$ cat src/rtl/fdl_pkg.sv
package fdl_pkg;
  localparam int BYTE_W = 8;
  localparam int D4_W   = 6;
  localparam int IDX_W  = $clog2(BYTE_W);
  typedef logic [IDX_W-1:0] idx_t;

  // last bit position of a byte period for the selected framing mode
  function automatic idx_t fdl_last_idx(input logic d4);
    return d4 ? idx_t'(D4_W - 1) : idx_t'(BYTE_W - 1);
  endfunction

  // bit position after a strobe; wraps to 0 at or past the last position
  function automatic idx_t fdl_next_idx(input idx_t cur, input logic d4);
    return (cur >= fdl_last_idx(d4)) ? idx_t'(0) : idx_t'(cur + 1'b1);
  endfunction
endpackage

$ cat src/rtl/fdl_hold_reg.sv
module fdl_hold_reg #(
  parameter int W = fdl_pkg::BYTE_W
) (
  input  logic         clk,
  input  logic         rst_n,
  input  logic         wr_en,
  input  logic [W-1:0] wr_data,
  output logic [W-1:0] hold_q
);
  always_ff @(posedge clk or negedge rst_n) begin
    if (!rst_n)     hold_q <= '0;
    else if (wr_en) hold_q <= wr_data;
  end
endmodule

$ cat src/rtl/fdl_shifter.sv
module fdl_shifter
  import fdl_pkg::*;
#(
  parameter int W = BYTE_W
) (
  input  logic         clk,
  input  logic         rst_n,
  input  logic         slot_stb,
  input  logic         src_other,
  input  logic         mode_d4,
  input  logic [W-1:0] hold_q,
  output logic         fdl_bit,
  output logic         cmp_evt
);
  logic [W-1:0] shf_q;
  idx_t         idx_q;
  logic         at_start;
  logic         live_stb;

  assign at_start = (idx_q == '0);
  assign live_stb = slot_stb && !src_other;
  assign cmp_evt  = live_stb && (idx_q >= fdl_last_idx(mode_d4));
  assign fdl_bit  = src_other ? 1'b1 : (at_start ? hold_q[0] : shf_q[idx_q]);

  always_ff @(posedge clk or negedge rst_n) begin
    if (!rst_n) begin
      shf_q <= '0;
      idx_q <= '0;
    end else if (slot_stb) begin
      if (src_other) begin
        idx_q <= '0;
      end else begin
        if (at_start) shf_q <= hold_q;
        idx_q <= fdl_next_idx(idx_q, mode_d4);
      end
    end
  end


  deselect_idx_chk: assert property (@(posedge clk) disable iff (!rst_n)
    (slot_stb && src_other) |=> (idx_q == '0));

  d4_wrap_chk: assert property (@(posedge clk) disable iff (!rst_n)
    (live_stb && mode_d4 && idx_q == idx_t'(D4_W - 1)) |=> (idx_q == '0));

  byte_stable_chk: assert property (@(posedge clk) disable iff (!rst_n)
    !(live_stb && at_start) |=> $stable(shf_q));
endmodule

$ cat src/rtl/fdl_status.sv
module fdl_status (
  input  logic clk,
  input  logic rst_n,
  input  logic cmp_evt,
  input  logic clr_req,
  input  logic irq_en,
  output logic empty_q,
  output logic irq_n
);
  always_ff @(posedge clk or negedge rst_n) begin
    if (!rst_n)       empty_q <= 1'b0;
    else if (cmp_evt) empty_q <= 1'b1;
    else if (clr_req) empty_q <= 1'b0;
  end

  assign irq_n = !(empty_q && irq_en);


  set_wins_chk: assert property (@(posedge clk) disable iff (!rst_n)
    cmp_evt |=> empty_q);

  empty_rise_chk: assert property (@(posedge clk) disable iff (!rst_n)
    $rose(empty_q) |-> $past(cmp_evt));

  clear_chk: assert property (@(posedge clk) disable iff (!rst_n)
    (clr_req && !cmp_evt) |=> !empty_q);
endmodule

$ cat src/rtl/fdl_byte_tx.sv
module fdl_byte_tx
  import fdl_pkg::*;
(
  input  logic              clk,
  input  logic              rst_n,
  input  logic              slot_stb,
  input  logic              src_other,
  input  logic              mode_d4,
  input  logic              wr_en,
  input  logic [BYTE_W-1:0] wr_data,
  input  logic              sts_wr,
  input  logic              sts_wr_data,
  input  logic              irq_en,
  output logic              fdl_bit,
  output logic              empty_flag,
  output logic              irq_n
);
  logic [BYTE_W-1:0] hold_q;
  logic              cmp_evt;
  logic              clr_req;

  assign clr_req = sts_wr && sts_wr_data;

  fdl_hold_reg #(.W(BYTE_W)) u_hold (
    .clk(clk), .rst_n(rst_n), .wr_en(wr_en), .wr_data(wr_data), .hold_q(hold_q)
  );

  fdl_shifter #(.W(BYTE_W)) u_shf (
    .clk(clk), .rst_n(rst_n), .slot_stb(slot_stb), .src_other(src_other),
    .mode_d4(mode_d4), .hold_q(hold_q), .fdl_bit(fdl_bit), .cmp_evt(cmp_evt)
  );

  fdl_status u_sts (
    .clk(clk), .rst_n(rst_n), .cmp_evt(cmp_evt), .clr_req(clr_req),
    .irq_en(irq_en), .empty_q(empty_flag), .irq_n(irq_n)
  );


  irq_follow_chk: assert property (@(posedge clk) disable iff (!rst_n)
    (!irq_n) |-> (empty_flag && irq_en));

  deselect_bit_chk: assert property (@(posedge clk) disable iff (!rst_n)
    src_other |-> fdl_bit);
endmodule

$ cat config.mk
export PLATFORM = sky130hd
export DESIGN_NAME = fdl_byte_tx
export DESIGN_NICKNAME = d
export VERILOG_FILES = /design/src/rtl/fdl_pkg.sv /design/src/rtl/fdl_hold_reg.sv /design/src/rtl/fdl_shifter.sv /design/src/rtl/fdl_status.sv /design/src/rtl/fdl_byte_tx.sv
export SDC_FILE = /design/constraint.sdc
export NUM_CORES = 1
export LEC_CHECK = 0
export BUFFER_PORTS_ARGS = -buffer_cell sky130_fd_sc_hd__buf_2
export CAP_MARGIN = 5
export CORE_UTILIZATION = 35
export DETAILED_ROUTE_END_ITERATION = 7
export GPL_TIMING_DRIVEN = 0
export PLACE_DENSITY = 0.6
export SYNTH_ARGS = -nofsm -noshare
export SYNTH_HDL_FRONTEND = slang
export SYNTH_SLANG_ARGS = --single-unit
$ cat constraint.sdc
create_clock -name clk -period 4.8 [get_ports clk]
set_input_delay 0.24 -clock clk [delete_from_list [all_inputs] [get_ports clk]]
set_output_delay 0.24 -clock clk [all_outputs]
set_load 0.05 [all_outputs]
==> metrics list, run 1 <==
- PnR Total Power: 0.456 mW
* Clock network latency to the later pin of the worst-skew pair: 0.28 ns
- The floorplan has 18 rows.
* Area share of the largest cell type after synthesis: 53.3%
- Arrival time at the worst endpoint: 1.76 ns
- Clk Tree Root Cell: sky130_fd_sc_hd__clkbuf_4
* Vias per cell: 4.95
* Switching share of power: 29.5%
* Number of buffer cells added on primary ports: 18
- At the worst endpoint, the required time is 4.56 ns.
* Area of all placed cells without fillers: 1100 um^2
- After synthesis the cells add up to 938 um^2.
* R2R setup slack: 3.05 ns
- Summing the areas of all compound-gate instances in the mapped netlist gives 5.47% of the synthesized area.
- Of the available clock period, the critical path in the final layout requires 41.7%.
- The final count of pins violating max slew is 0.
- From synthesis to final layout, the design area changed by 17.1%.
- For this run, the share of the core covered by cells in the final layout is 43.9%.
* Area share of fa/ha/maj cells after synthesis: 4.00%
- Iter 0 DRT Violations: 10
* Leading cell types by count after synthesis: sky130_fd_sc_hd__dfrtp_1 (20), sky130_fd_sc_hd__mux2_2 (18), sky130_fd_sc_hd__nand2_1 (6)
* Routed length per instance: 12.2 um
- Switching power total: 0.134 mW
- Sequential fraction of the synthesis area: 53.3%
* Die outline width: 53.8 um
- In the synthesized netlist the dominant register cell turns out to be sky130_fd_sc_hd__dfrtp_1.
- Total overflow reported by the global router: 0
- Final hold vios: 0
- For the final database, setup skew stands at 0.00206 ns.
- The die covers 2890 um^2.
- Share of final-layout standard cells stronger than drive strength 1: 47.3%
- Final number of setup-violating endpoints: 0
- Core outline area: 2500 um^2
- Cell internal power was estimated by the tool at 0.322 mW.
- Htree depth: 1
- R2R depth: 5
* RePlAce Congestion: 0.733
- Post-synthesis cell count: 71
- The worst setup path is launched from a register.
- Register area: 500 um^2
- TritonCTS built the clock tree.
- RSZ-0062 raised after global routing: no
* Number of maximum-capacitance violations: 0
- Final-layout setup total negative slack: 0 ns
* Crit Reg-Reg Startpoint: u_shf.idx_q[0]
* Share of total power in sequential cells: 52.6%
* Number of I/O pins: 20
- Leakage power: 0.509 nW
* Simple logic cell fraction of the synthesized area: 10.7%
- The first global-routing pass estimated 2540 um of wire.
* Avg Inst Size Synth: 13.2 um^2
- Of all cell types, the one taking the most synthesized area is sky130_fd_sc_hd__dfrtp_1.
* Number of distinct library cell variants in the gate-level netlist after synthesis: 22
* Max Clock Freq: 500 MHz
* Number of flops mapped to enable cells by yosys: 0
* Peak VDD IR: 0.000219 V
- The detail route stage leaves a number of antenna-violating nets equal to 0.
* Multiplexer fraction of the synthesized cell area: 24.0%
- The clock network accounts for 15.9% of the total power.
- After detailed routing, the number of remaining DRC violations is 0.
* Post-DP Area: 1070 um^2
- Sum of net half-perimeters after detailed placement: 1140 um
* Final nets: 115
* Worst Hold Endpoint: u_hold.hold_q[4]
- For this configuration, the core starts out at a cell density of 37.5%.
* Overall Global Routing Usage: 12.6%
- In this run the tightest slew margin relative to its limit is 70.0%.
* Pwr/cell area: 415 nW/um^2
* Post-Syn Nets: 91
- In this run the worst path has a maximum fanout of 7.
* Largest family of logic cells by synthesized area: multiplexers
- Multi-input combinational cell area: 414 um^2
- The layout has 252 filler cells.
* Slew at the pin closest to its max-slew limit: 0.451 ns
- Synthesized-area fraction occupied by xor and xnor cells: 0%
- The startpoint identified for the worst hold timing path is wr_data[4].
- The detailed router placed 609 vias in this run.
- Hold crit path type: input port to register
* Number of antenna violations at the first check in global routing: 0
* Yosys synthesis warning count: 0
* Number of global-route vias before repair: 599
- Number of antenna cells inserted: 0
* Async set or reset register ratio after synthesis: 100%
- Wires add up to 1500 um.
- First drt pass iteration count: 4
* R2r endpoint: u_shf.shf_q[7]
- The tree built by TritonCTS fans out to 20 sinks.
- Number of buffers on the longest clock path: 2
* Crit Path Category: register to output pin
* Clock-pin slew on the worst setup and hold paths: 0.10 ns
- Combinational cell fraction of total power: 31.4%
* Maximum number of pins on one net before global-route repair: 21
- The worst hold path was traced through 2 stages.
- Counting the buffers created by CTS gives 3.
- Time the final worst path needs with I/O delays and setup: 2.00 ns
- By area the synthesized netlist is led by sky130_fd_sc_hd__dfrtp_1 (53%), sky130_fd_sc_hd__mux2_2 (22%), sky130_fd_sc_hd__ha_1 (4.0%).
- In this run the vertical extent of the chip is 53.8 um.
* Result of the run: finished clean
- The worst setup path is captured at an output pin.
- Synthesis inferred 20 register bits.
- Most common cell in the netlist: sky130_fd_sc_hd__dfrtp_1
worst max path at each step:
| stage | endpoint | start | slack (ns) | cells after the start |
|---|---|---|---|---|
| finish | fdl_bit | u_shf.idx_q[0] | 2.80 | 5 |
| global route | fdl_bit | u_shf.idx_q[0] | 2.63 | 7 |
| CTS | fdl_bit | u_shf.idx_q[0] | 2.78 | 5 |
| detailed placement | u_shf.shf_q[7] | u_shf.idx_q[0] | 3.04 | 5 |
| global placement | u_shf.shf_q[5] | u_shf.idx_q[0] | 3.07 | 5 |
| floorplan | fdl_bit | u_shf.idx_q[0] | 3.04 | 4 |
sequential cells by signal (all words and copies together) (netlist names):
signal	flops
u_shf.idx_q	3
u_sts.empty_q	1
u_shf.shf_q	8
u_hold.hold_q	8
power groups by stage:
stage          clock (mW)  sequential [mW]  combinational (mW)
6_report           0.0727            0.240               0.143
4_1_cts            0.0788            0.241               0.146
3_5_place_dp            0            0.244               0.144
2_1_floorplan           0            0.238               0.113
5_1_grt            0.0850            0.247               0.160
3_3_place_gp            0            0.242               0.140
per-stage QoR:
stage,instances,setup slack (ns),hold WS [ns]
after CTS,123,2.78,0.160
after global placement,119,3.07,0.211
after detailed placement,119,3.04,0.212
after global routing,123,2.63,0.153
after floorplan,71,3.04,-0.0556
final,123,2.80,0.177
layout by cell type, fill, tap and decap left out:
master                          count
sky130_fd_sc_hd__nor2_1             2
sky130_fd_sc_hd__mux4_2             1
sky130_fd_sc_hd__a22o_1             1
sky130_fd_sc_hd__a31oi_1            1
sky130_fd_sc_hd__o22ai_1            1
sky130_fd_sc_hd__a21o_1             2
sky130_fd_sc_hd__nand4_1            1
sky130_fd_sc_hd__nor3b_4            1
sky130_fd_sc_hd__a21oi_1            1
sky130_fd_sc_hd__o21ai_0            2
sky130_fd_sc_hd__inv_1              3
sky130_fd_sc_hd__and4bb_2           1
sky130_fd_sc_hd__nand2_1            6
sky130_fd_sc_hd__clkbuf_1           2
sky130_fd_sc_hd__buf_2             19
sky130_fd_sc_hd__nand3_1            1
sky130_fd_sc_hd__dfrtp_1           20
sky130_fd_sc_hd__nand3b_1           1
sky130_fd_sc_hd__nand2b_4           1
sky130_fd_sc_hd__ha_1               3
sky130_fd_sc_hd__clkbuf_4           3
sky130_fd_sc_hd__mux2_2            18
sky130_fd_sc_hd__nand2b_1           1
sky130_fd_sc_hd__dlygate4sd3_1      1
cell families after synthesis:
family / after synthesis
fa+ha+maj: 3
buf+inv: 6
compound gates: 8
simple gates: 15
mux: 19
flops: 20
cell type report:
type,instances,area share (%)
clock buffers,3,2.05
inverters,3,1.03
flip-flops and latches,20,45.6
multi-input cells,45,37.7
plain buffers,3,1.14
well taps,30,3.42
repair buffers,19,9.11
critical path, stage by stage (launching register included):
cell and delay [ns]:
sky130_fd_sc_hd__dfrtp_1 0.36, sky130_fd_sc_hd__buf_2 0.20, sky130_fd_sc_hd__mux4_2 0.51, sky130_fd_sc_hd__nand2_1 0.08, sky130_fd_sc_hd__nand4_1 0.10, sky130_fd_sc_hd__buf_2 0.23
layer usage:
metal / track usage (%) / share of wire, % / vias to the layer above
li1: - / - / 293
met1: 15.7 / 49 / 294
met2: 20.6 / 45 / 20
met3: 2.54 / 5.1 / 2
met4: 6.58 / 0.60 / 0
met5: 0 / 0 / -
what timing repair did:
item                      4_1_cts  5_1_grt
hold buffers                    1        0
setup buffers                   0        0
resized for setup               0        0
hold endpoints to repair       20        0
No activity file was read; power rests on OpenSTA's default activity.
==> run 2: changes to the inputs <==
- PLACE_DENSITY: 0.6 -> 0.62
- clock period: 4.8 -> 1.63 ns (I/O delays scaled with it)
==> metrics list, run 2 (synthesis gave the netlist of run 1 again) <==
* Result of the run: finished, violations left (was finished clean)
- The final reports fail on negative setup slack.
- Y dimension of the die: 53.8 um (unchanged)
* Number of antenna cells inserted: 0 (unchanged)
- Final slew viol count: 0 (unchanged)
* Data required time of the critical path: 1.55 ns (was 4.56 ns)
- The clock root buffer is sky130_fd_sc_hd__clkbuf_4 (unchanged).
* Final hold vios: 0 (unchanged)
- Number of global-route vias before repair: 729 (was 599)
* Starting Density: 37.5% (unchanged)
- Slew at the pin closest to its max-slew limit: 0.458 ns (was 0.451 ns)
- R2r endpoint: u_shf.shf_q[0] (was u_shf.shf_q[7])
- The cell internal power dissipation came to 1.07 mW (was 0.322 mW).
- The instance area at placement came to 1070 um^2 (unchanged).
- The insertion delay of the later-clocked pin in the worst-skew pair is 0.30 ns (was 0.28 ns).
- Cells along the critical path: buf_6 > mux4_2 > nand2_1 > nand4_1 > buf_6 (was buf_2 > mux4_2 > nand2_1 > nand4_1 > buf_2).
- Number of buffers added by the clock tree synthesis step: 3 (unchanged)
- The power density over cell area came to 1200 nW/um^2 (was 415 nW/um^2).
* Htree depth: 1 (unchanged)
* DR vias: 673 (was 609)
- Global-route wire length before repair: 3020 um (was 2540 um)
* Combinational cell fraction of total power: 33.0% (was 31.4%)
* Startpoint class of the critical path: register (unchanged)
- The count of port buffers added during placement came to 18 (unchanged).
- Vias per cell: 4.91 (was 4.95)
- The most frequent standard cell in the layout excluding fill and tap cells is sky130_fd_sc_hd__dfrtp_1 (unchanged).
- The capturing element type of the critical path is an output pin (unchanged).
* CP max stage cell: sky130_fd_sc_hd__mux4_2 (unchanged)
* Standard-cell row count: 18 (unchanged)
* Final worst-path cycle share: 108%
- The width of the chip is 53.8 um (unchanged).
- RePlAce Congestion: 0.797 (was 0.733)
* Highest fanout seen on the critical path: 5 (was 7)
- Switching power total: 0.444 mW (was 0.134 mW)
* Sum of net half-perimeters after detailed placement: 1180 um (was 1140 um)
- Crit Reg-Reg Startpoint: u_shf.idx_q[0] (unchanged)
- Total overflow reported by the global router: 0 (unchanged)
- Registers with the most flip-flops: u_hold.hold_q x8, u_shf.shf_q x8, u_shf.idx_q x3 (unchanged)
- R2R depth: 6 (was 5)
- The normalized max-slew margin is 69.5% (was 70.0%).
* Hold Startpoint: wr_data[0] (was wr_data[4])
* Leading cell types in the layout, fill and taps excluded: sky130_fd_sc_hd__dfrtp_1 (20), sky130_fd_sc_hd__mux2_2 (17), sky130_fd_sc_hd__buf_2 (17) (was sky130_fd_sc_hd__dfrtp_1 (20), sky130_fd_sc_hd__buf_2 (19), sky130_fd_sc_hd__mux2_2 (18))
- The post-detailed-route wirelength per cell was 13.2 um (was 12.2 um).
* Final number of setup-violating endpoints: 1 (was 0)
- Area of all placed cells without fillers: 1250 um^2 (was 1100 um^2)
- First drt pass iteration count: 3 (was 4)
- Delay contributed by the slowest stage of the critical path: 0.48 ns (was 0.51 ns)
- Clock tree from TritonCTS: yes (unchanged)
- Hold crit path type: input port to register (unchanged)
- Leakage power: 0.589 nW (was 0.509 nW)
- The routed design could run at a clock period as short as 1.76 ns.
* Share of total power in sequential cells: 48.1% (was 52.6%)
- The summed negative setup slack over all endpoints is -0.128 ns (was 0 ns).
- Iter 0 DRT Violations: 5 (was 10)
- Worst clock skew: 0.00643 ns (was 0.00206 ns)
- Smallest setup slack after layout: -0.128 ns (was 2.80 ns)
- The final core utilization is 50.2% (was 43.9%).
* Number of antenna violations at the first check in global routing: 0 (unchanged)
* Number of I/O pins: 20 (unchanged)
- The share of post-route cells with drive strength above 1 came to 50.5% (was 47.3%).
- Worst Hold Endpoint: u_hold.hold_q[0] (was u_hold.hold_q[4])
* R2R setup slack: 0.03 ns (was 3.05 ns)
- Final nets: 128 (was 115)
- The worst IR drop on VDD came to 0.000696 V (was 0.000219 V).
- The switching power as a share of total power is 29.4% (was 29.5%).
* Clock-pin slew on the worst setup and hold paths: 0.11 ns (was 0.10 ns)
* RSZ-0062 raised after global routing: yes (was no)
* Area growth from synthesis to layout: 33.7% (was 17.1%)
- Sum of routed wire length over all layers: 1810 um (was 1500 um)
- Core outline area: 2500 um^2 (unchanged)
- Total clock sinks: 20 (unchanged)
- Crit Path Category: register to output pin (unchanged)
- Worst Hold Depth: 2 (unchanged)
* Overall Global Routing Usage: 14.6% (was 12.6%)
- Share of power burned in the clock network: 18.9% (was 15.9%)
* Die Area: 2890 um^2 (unchanged)
- Arrival time at the worst endpoint: 1.68 ns (was 1.76 ns)
* Number of maximum-capacitance violations: 0 (unchanged)
* Max Clock Freq: 569 MHz
- Drc violations: 0 (unchanged)
- The number of antenna-violating nets in the routed design is 0 (unchanged).
- Maximum number of pins on one net before global-route repair: 21 (unchanged)
- Cell with the most instances on the worst path: sky130_fd_sc_hd__buf_6 (was sky130_fd_sc_hd__buf_2)
- Number of buffers on the longest clock path: 2 (unchanged)
[run 2: through the flow]
stage | total power, mW | setup WS [ns] | hold WS, ns | cells
after floorplan | 1.03 | 0.0322 | -0.214 | 71
after global placement | 1.12 | -0.100 | 0.0515 | 119
after detailed placement | 1.15 | -0.171 | 0.0645 | 119
after CTS | 1.48 | -0.117 | 0.00155 | 132
after global routing | 1.61 | -0.196 | 0.00744 | 137
final | 1.51 | -0.128 | 0.0179 | 137
[run 2: timing repair]
item                                    in CTS  in global routing
endpoints found under the setup margin       9                  9
cloned                                       0                  0
setup buffers                                4                  4
gates resized for setup                      5                  3
hold buffers                                 5                  2
pin swaps                                    0                  2
hold endpoints to repair                    24                  2
[run 2: how the worst max path moves through the flow]
stage,start,end,slack (ns),cells after the start
floorplan,u_shf.idx_q[0],fdl_bit,0.03,4
global route,u_shf.idx_q[0],fdl_bit,-0.20,5
finish,u_shf.idx_q[0],fdl_bit,-0.13,5
global placement,u_shf.idx_q[0],u_shf.shf_q[5],-0.10,5
detailed placement,u_shf.idx_q[0],u_shf.shf_q[7],-0.17,5
CTS,u_shf.idx_q[0],fdl_bit,-0.12,5
[run 2: routing by layer]
metal  wire length [um]  track usage, %  vias to the layer above  part of all wire [%]
li1                   -               -                      323                     -
met1                859            17.9                      332                    47
met2                881            25.9                       18                    49
met3                 69            2.54                        0                   3.8
met4                  0            3.95                        0                     0
met5                  0               0                        -                     0
[run 2: layout make-up]
cell class              count  area (um^2)
plain buffers               2         15.0
clock buffers               4         36.3
fillers                   237         1240
inverters                   3         11.3
multi-input cells          45          420
flip-flops and latches     20          500
well taps                  30         37.5
repair buffers             33          234
[run 2: power by group through the flow]
stage | combinational [mW] | clock, mW | sequential, mW
4_1_cts | 0.473 | 0.300 | 0.711
5_1_grt | 0.545 | 0.316 | 0.753
6_report | 0.499 | 0.286 | 0.727
3_3_place_gp | 0.412 | 0 | 0.712
2_1_floorplan | 0.332 | 0 | 0.700
3_5_place_dp | 0.424 | 0 | 0.722
[run 2: critical path: cells and delay by family, from the launching register on]
family | cells | cell delay, ns
flops | 1 | 0.38
simple gates | 2 | 0.21
mux | 1 | 0.48
buf+inv | 2 | 0.31
